`src/rtl/intack_seq.sv`:
```
module intack_seq #(
  parameter int ADDR_W   = 29,
  parameter int BE_W     = 8,
  parameter int VEC_W    = 8,
  parameter int GAP_CLKS = 1
) (
  input  logic              clk,
  input  logic              rst_n,
  input  logic              irq_in,
  input  logic              insn_bdry,
  input  logic              rdy,
  input  logic [VEC_W-1:0]  rdata,
  output logic              ads,
  output logic              lock,
  output logic              dc,
  output logic              mio,
  output logic              wr,
  output logic [BE_W-1:0]   be_n,
  output logic [ADDR_W-1:0] addr,
  output logic [VEC_W-1:0]  vec,
  output logic              vec_vld
);

  localparam int GW = (GAP_CLKS < 2) ? 1 : $clog2(GAP_CLKS);
  localparam logic [BE_W-1:0] BE_FIRST  = ~(BE_W'(1) << 4);
  localparam logic [BE_W-1:0] BE_SECOND = ~(BE_W'(1));
  localparam logic [GW-1:0]   GAP_LAST  = GW'(GAP_CLKS - 1);

  typedef enum logic [2:0] {
    S_IDLE, S_WAIT, S_A1, S_D1, S_A2, S_D2, S_GAP
  } st_t;

  st_t           st;
  logic          sync_a, sync_b, sync_c;
  logic [GW-1:0] gap_cnt;
  logic          qual;

  assign qual = sync_b & sync_c;

  always_ff @(posedge clk or negedge rst_n) begin
    if (!rst_n) begin
      sync_a <= 1'b0;
      sync_b <= 1'b0;
      sync_c <= 1'b0;
    end else begin
      sync_a <= irq_in;
      sync_b <= sync_a;
      sync_c <= sync_b;
    end
  end

  always_ff @(posedge clk or negedge rst_n) begin
    if (!rst_n) begin
      st      <= S_IDLE;
      gap_cnt <= '0;
      vec     <= '0;
      vec_vld <= 1'b0;
    end else begin
      vec_vld <= 1'b0;
      case (st)
        S_IDLE: if (qual) st <= S_WAIT;
        S_WAIT: begin
          if (!sync_b)        st <= S_IDLE;
          else if (insn_bdry) st <= S_A1;
        end
        S_A1: st <= S_D1;
        S_D1: if (rdy) st <= S_A2;
        S_A2: st <= S_D2;
        S_D2: if (rdy) begin
          st      <= S_GAP;
          gap_cnt <= '0;
          vec     <= rdata;
          vec_vld <= 1'b1;
        end
        S_GAP: begin
          if (gap_cnt == GAP_LAST) st <= S_IDLE;
          else gap_cnt <= gap_cnt + GW'(1);
        end
        default: st <= S_IDLE;
      endcase
    end
  end

  logic in_c1, in_c2;
  assign in_c1 = (st == S_A1) || (st == S_D1);
  assign in_c2 = (st == S_A2) || (st == S_D2);

  assign ads  = (st == S_A1) || (st == S_A2);
  assign lock = in_c1 || in_c2;
  assign dc   = ~lock;
  assign mio  = ~lock;
  assign wr   = ~lock;
  assign addr = '0;
  assign be_n = in_c1 ? BE_FIRST : (in_c2 ? BE_SECOND : '1);

endmodule

```
`config.mk`:
```
export PLATFORM = sky130hd
export DESIGN_NAME = intack_seq
export DESIGN_NICKNAME = d
export VERILOG_FILES = /design/src/rtl/intack_seq.sv
export SDC_FILE = /design/constraint.sdc
export NUM_CORES = 1
export LEC_CHECK = 0
export ABC_CLOCK_PERIOD_IN_PS = 2250
export BUFFER_PORTS_ARGS = -buffer_cell sky130_fd_sc_hd__buf_4
export CORE_AREA = 5 5 66 68
export CTS_BUF_LIST = sky130_fd_sc_hd__clkbuf_8 sky130_fd_sc_hd__clkbuf_16
export DETAILED_ROUTE_END_ITERATION = 8
export DIE_AREA = 0 0 71 73
export MAX_ROUTING_LAYER = met4
export PLACE_DENSITY = 0.64
export RECOVER_POWER = 50
export SLEW_MARGIN = 20
export SYNTH_ARGS = -nofsm -noshare
export SYNTH_HDL_FRONTEND = slang
export SYNTH_SLANG_ARGS = --single-unit
```
`constraint.sdc`:
```
create_clock -name clk -period 2.25 [get_ports clk]
set_input_delay 0.45 -clock clk [delete_from_list [all_inputs] [get_ports clk]]
set_output_delay 0.45 -clock clk [all_outputs]
set_load 0.02 [all_outputs]
```
# Yosys cells after proc, flatten, opt, wreduce, memory -nomap -nowiden
# Cells that the tools add are included.
[totals]
regBits = 16
input_bits = 13
output_inout_bits = 51
word_cells = 44
[classes]
add_sub_neg = 1
eq_ne = 11
n_mux = 14
bitwise = 2
n_reduce_logical = 9
[op_table]
columns = ["operator", "n"]
rows = [
  ["$pmux W3 S7", 1],
  ["$mux W3", 6],
  ["$eq A3 B3 Y1 const B", 3],
  ["$ne A2 B2 Y1 const B", 4],
  ["$eq A3 B2 Y1 const B", 2],
  ["$mux W1", 5],
  ["$mux W5", 1],
  ["$reduce_and A5 Y1", 1],
  ["$logic_or A1 B1 Y1", 4],
  ["$reduce_and A2 Y1", 2],
  ["$eq A3 B1 Y1 const B", 1],
  ["$logic_not A3 Y1", 1],
  ["$ne A3 B3 Y1 const B", 1],
  ["$pmux W1 S2", 1],
  ["$reduce_bool A2 Y1", 1],
  ["$add A1 B1 Y1 const B", 1],
  ["$and A1 B1 Y1", 1],
  ["$not A1 Y1", 1],
]

# Longest topological paths before layout
# Gate-level depths: netlist (run 1).
[logic_depth]
word_depth = 4
mapped_depth = 6
depth_no_buf = 5

# Worst setup path after synthesis (run 1)
# Ideal clock, no wire load.
[synth_path]
path_kind = "register to output"
startpoint = "reg st[1]"
endpoint = "out mio"
arrival_time_ns = 1.237
required_time_ns = 1.800
setup_slack_ns = 0.563
stages_incl_launch_ff = 5
n_path_buf = 2
path_cell_list = "dfrtp_1 > buf_2 > inv_1 > ha_1 > buf_4"
[synth_via]
elab_chain_len = 4
word_cells_on_any_way = 8
cone_classes = "4 x eq/ne; 1 x bitwise; 3 x reduce/logical"
[synth_lines]
columns = ["element", "line_no", "source"]
rows = [
  ["start: declaration", "33", "st_t st;"],
  ["start signal: assignment", "54", "st <= S_IDLE;"],
  ["start signal: assignment", "61", "S_IDLE: if (qual) st <= S_WAIT;"],
  ["start signal: assignment", "63", "if (!sync_b) st <= S_IDLE;"],
  ["$eq A3 B2 Y1 / $eq A3 B3 Y1 (equally long branches)", "85, 86", ""],
  ["$logic_or A1 B1 Y1 (on tied branches)", "85, 86", ""],
  ["$logic_or A1 B1 Y1 *", "89", "assign lock = in_c1 || in_c2;"],
  ["$not A1 Y1 *", "n/a", ""],
  ["end: declaration", "16", "output logic mio,"],
]
# Mark *: on every way between the ends. The rest lies on a longest branch, timed or not.

# Worst setup path after layout (run 1)
[layout_path]
startpoint = "reg st[1]"
endpoint = "out lock"
[layout_via]
elab_chain_len = 3
word_cells_on_any_way = 7
cone_classes = "4 x eq/ne; 3 x reduce/logical"
[layout_lines]
columns = ["element", "line_no", "source"]
rows = [
  ["$eq A3 B2 Y1 / $eq A3 B3 Y1 (equally long branches)", "85, 86", ""],
  ["$logic_or A1 B1 Y1 (on tied branches)", "85, 86", ""],
  ["$logic_or A1 B1 Y1 *", "89", ""],
  ["end: declaration", "14", "output logic lock,"],
]
# Marks and branches as above.

==> reports/results.ini, run 1 <==
[status]
status = finished, final reports clean

[clock_network]
numCtsBuffers = 3
clockBufferDepth = 2
cts-resized-gates = 0
clock_sinks = 15
htreeDepth = 1
cts_tree = done
cts-root-buf = clkbuf_8
clkTransAtPathRegs_ns = 0.06
cts_hold_buf = 0
insertion_delay_ns = 0.24
post_cts_buffers = 0

[pwr]
power_switching_share_pct = 44.1
switchingPower_mw = 0.623
p_clk_share_pct = 14.7
leakage_nw = 0.595
vdd_drop_max_mv = 0.594
intPower_mw = 0.788
pwr-share-seq_pct = 33.1
powerDensity_nw_per_um2 = 1220
combinationalPowerShare_pct = 52.1

[sta]
slew_violations = 0
slew-limit-headroom_pct = 48.3
finalCritPeriodShare_pct = 88.0
fmax_mhz = 505
setup_viol = 0
tightest_slew_ns = 0.775
hold_viol = 0
finalWorstSetupSlack_ns = 0.269
final.setup.tns_ns = 0
skew_ns = 0.000554
rsz0062_at_grt = no
final.min_clock_period_ns = 1.98

[grt]
grt_use_met1_pct = 7.66
overflow = 0
grt_busiest_layer = met2
track_usage_pct = 6.57
use_met2_pct = 10.2
use_met3_pct = 1.79
antenna_found_initial = 0
grt_max_degree = 16
grt_pass1_vias = 579
grt_first_pass_wirelength_um = 2600

[synthesis]
synth_edf_count = 0
ys_seq_elements = 15
yosysSeqAreaShare_pct = 35.8
synth_flop_cell = dfrtp_1
ys_warn_count = 0
synth_common_cells = buf_4 (38), dfrtp_1 (15), inv_1 (7), mux2_1 (7), a21oi_1 (5)
synth.area.top_cells = dfrtp_1 (36%), buf_4 (27%), mux2_1 (7.5%)
syn_inst = 103
yosysTopAreaCellShare_pct = 35.8
netlist_area_um2 = 1050
yosysMostFrequentCell = buf_4
syn-mean-instance-area_um2 = 10.2
yosysTopAreaCell = dfrtp_1
synth_cell_types = 26
async_reset_ff_share_pct = 100

[cells_and_area]
nFillCells = 403
antenna_cells = 0
nets = 146
drive_above_1_share_pct = 23.4
area_growth_pct = 10.3

[floorplan]
core_area_um2 = 3800
io_pins = 64
start_util_pct = 27.6
die_h_um = 73
die_x_um = 71
dieArea_um2 = 5180
row_count = 23

[critical_path]
r2r_end = vec[0]
cp_common_cell = inv_1
max_stage_delay_ns = 0.54
worstSetupStartpointType = register
slowest_stage = dfrtp_1
reg2reg_slack_ns = 0.57
worstSetupPathType = reg -> out
critPathTopFamily = flip-flops
worstRegToRegCells = 2
crit_required_ns = 1.80
reg2reg_from = st[0]
path_cells = inv_1 > ha_1 > inv_1 > buf_4
crit_cells = 4
crit_fanout = 11
critical_path.endpoint_type = primary output
crit_buf_inv = 3
crit_arrival_ns = 1.53

[run]
max_cap_violations = 0

[drt]
drtPass1Iterations = 1
drt-initial-drc-count = 0
wl_per_cell_um = 9.93
drt_wl_total_um = 1770
viasPerCell = 3.62
drtAntennaViolNets = 0
vias = 644
drc = 0

[placed_design]
io_buffers = 28
hpwl_um = 1470
routabilityCongestion = 0.821
post-place-ws_ns = 0.504

[worst_hold_path]
hold_path_class = in -> async

worst max path at each step:
stage | to | slack (ns) | start
global route | lock | 0.13 | st[1]
global placement | lock | 0.58 | st[1]
CTS | lock | 0.24 | st[1]
detailed placement | lock | 0.50 | st[1]
floorplan | mio | 0.56 | st[1]
finish | lock | 0.27 | st[1]
routing by layer:
metal | share of wire (%) | wire (um) | up-vias
li1 | - | - | 314
met1 | 39 | 683 | 289
met2 | 48 | 850 | 39
met3 | 13 | 223 | 2
met4 | 0.51 | 9 | 0
met5 | 0 | 0 | -
cells in the final DEF, fill, tap and decap left out, types with 2 or more instances in the layout:
master,count
clkbuf_1,5
conb_1,35
nor2b_1,2
clkbuf_8,3
mux2_1,7
ha_1,4
o32ai_1,2
nand3b_1,2
inv_1,7
buf_4,22
a21oi_1,5
nand2_1,4
dfrtp_1,15
cell type report:
cell class	count	area [um2]	share of cell area (%)
clock buffers	3	41.3	3.57
multi-input cells	73	452	39.0
inverters	8	30.0	2.59
well taps	50	62.6	5.41
flip-flops and latches	15	375	32.4
repair buffers	28	191	16.5
clock inverters	1	5.00	0.432
state kept, by name, indices dropped and copies added, names as in the netlist:
signal and count:
sync_c 1, vec 8, st 3, sync_a 1
vec_vld 1, sync_b 1
per-stage QoR:
stage                     hold WS (ns)  utilization (%)  power, mW  area [um2]  std cells
final                            0.259             30.5       1.41        1160        178
after global routing             0.318             30.5       1.52        1160        178
after CTS                       0.0468             31.4       1.47        1190        178
after detailed placement         0.314             30.1       1.25        1140        174
after global placement           0.314             30.1       1.24        1140        174
after floorplan                  0.154                -       1.06        1170        136
logic make-up after synthesis:
group                    share of synthesized area, %
other                                           0.715
flip-flops                                       35.8
AND/OR/NAND/NOR                                  7.87
buffers and inverters                            31.6
XOR/XNOR                                        0.834
AO/OA/AOI/OAI                                    9.89
adder cells (fa/ha/maj)                          4.77
multiplexers                                     8.58
power by group through the flow:
stage               sequential, mW  clock [mW]  combinational, mW
floorplan                    0.501           0              0.557
global placement             0.478           0              0.765
detailed placement           0.481           0              0.773
CTS                          0.476       0.220              0.776
global route                 0.486       0.234              0.800
finish                       0.467       0.208              0.735
Power figures use the tool's default switching activity.
==> run 2: changes to the inputs <==
Settings changed: PLACE_DENSITY 0.64 to 0.65.
==> run 2 against run 1 <==
Global-route usage rose by 0.20 points. Cell area shrank 0.11%. Register-to-register slack got worse by 0.05 ns. Clock skew rose by 0.0039 ns. Sequential power about the same. Power shrank 0.58%. Cell count unchanged. Worst setup slack worse by 0.0080 ns. Routed wire length up 0.34%.
==> reports/results.ini, run 2 (synthesis results as in run 1) <==
[clock_network]
htreeDepth = 1
cts_hold_buf = 0
clockBufferDepth = 2
insertion_delay_ns = 0.24
numCtsBuffers = 3
post_cts_buffers = 0
cts_tree = done
cts-root-buf = clkbuf_8
cts-resized-gates = 0
clkTransAtPathRegs_ns = 0.06
clock_sinks = 15

[grt]
track_usage_pct = 6.77
antenna_found_initial = 0
grt_pass1_vias = 646
grt_first_pass_wirelength_um = 2750
overflow = 0
grt_max_degree = 16

[floorplan]
core_area_um2 = 3800
die_h_um = 73
start_util_pct = 27.6
dieArea_um2 = 5180
io_pins = 64
row_count = 23
die_x_um = 71

[pwr]
leakage_nw = 0.596
switchingPower_mw = 0.616
p_clk_share_pct = 14.4
powerDensity_nw_per_um2 = 1210
intPower_mw = 0.786
power_switching_share_pct = 44.0
vdd_drop_max_mv = 0.516
finalPower_mw = 1.40
pwr-share-seq_pct = 33.4
combinationalPowerShare_pct = 52.1

[cells_and_area]
drive_above_1_share_pct = 22.7
final_design_area_no_fill_um2 = 1160
final_cells = 178
nets = 146
layout_commonest_cell = conb_1
top_register = vec
largest_register_ffs = 8
final_util_pct = 30.4
area_growth_pct = 10.1
antenna_cells = 0
reg_top3 = vec: 8 flops, st: 3 flops
mostFrequentLayoutCells = conb_1 (35), buf_4 (22), dfrtp_1 (15)

[critical_path]
crit_arrival_ns = 1.54
worstSetupStartpointType = register
worstRegToRegCells = 2
worstSetupPathType = reg -> out
critical_path.endpoint_type = primary output
reg2reg_slack_ns = 0.52
crit_fanout = 11
crit_required_ns = 1.80
r2r_end = vec[6]
reg2reg_from = st[2]

[sta]
fmax_mhz = 503
slew_violations = 0
finalCritPeriodShare_pct = 88.4
skew_ns = 0.00447
final.min_clock_period_ns = 1.99
hold_viol = 0
final.setup.tns_ns = 0
slew-limit-headroom_pct = 50.0
tightest_slew_ns = 0.751
rsz0062_at_grt = no
setup_viol = 0

[worst_hold_path]
hold_path_class = in -> async

[drt]
viasPerCell = 3.74
drt_wl_total_um = 1770
drtAntennaViolNets = 0
wl_per_cell_um = 9.96
drc = 0
vias = 666
drtPass1Iterations = 3
drt-initial-drc-count = 1

[status]
status = finished, final reports clean

[placed_design]
place_inst = 174
hpwl_um = 1460
io_buffers = 28
dpl-instance-area_um2 = 1140
routabilityCongestion = 0.806

[run]
max_cap_violations = 0

## run 2: worst max-delay path by stage
| stage | start | depth (start not counted) | endpoint | slack, ns |
|---|---|---|---|---|
| floorplan | st[1] | 4 | mio | 0.56 |
| global placement | st[1] | 4 | lock | 0.58 |
| detailed placement | st[1] | 4 | lock | 0.53 |
| CTS | st[1] | 4 | lock | 0.26 |
| global route | st[1] | 4 | lock | 0.15 |
| finish | st[1] | 4 | lock | 0.26 |
## run 2: critical path: stages (launching register included)
cell	delay, ns
dfrtp_1	0.55
inv_1	0.18
ha_1	0.37
inv_1	0.05
buf_4	0.15
## run 2: layout make-up
cell class / count / area (um2)
flip-flops and latches: 15 / 375
inverters: 8 / 30.0
clock inverters: 1 / 3.75
multi-input cells: 73 / 452
fillers: 413 / 2640
repair buffers: 28 / 191
clock buffers: 3 / 41.3
well taps: 50 / 62.6
## run 2: power by group through the flow
stage          combinational [mW]  clock [mW]  sequential [mW]
3_5_place_dp                0.769           0            0.482
2_1_floorplan               0.557           0            0.501
4_1_cts                     0.770       0.212            0.479
6_report                    0.731       0.202            0.469
5_1_grt                     0.799       0.229            0.487
3_3_place_gp                0.764           0            0.478
## run 2: through the flow
step	setup slack [ns]	hold WS [ns]
after floorplan	0.563	0.154
after global placement	0.576	0.314
after detailed placement	0.526	0.312
after CTS	0.255	0.0497
after global routing	0.154	0.324
final	0.261	0.249
## run 2: routing by layer
layer | GRT usage, % | wire length (um) | vias to the layer above
li1 | - | - | 313
met1 | 7.56 | 716 | 313
met2 | 10.9 | 824 | 38
met3 | 1.93 | 215 | 2
met4 | 3.76 | 17 | 0
met5 | - | 0 | -
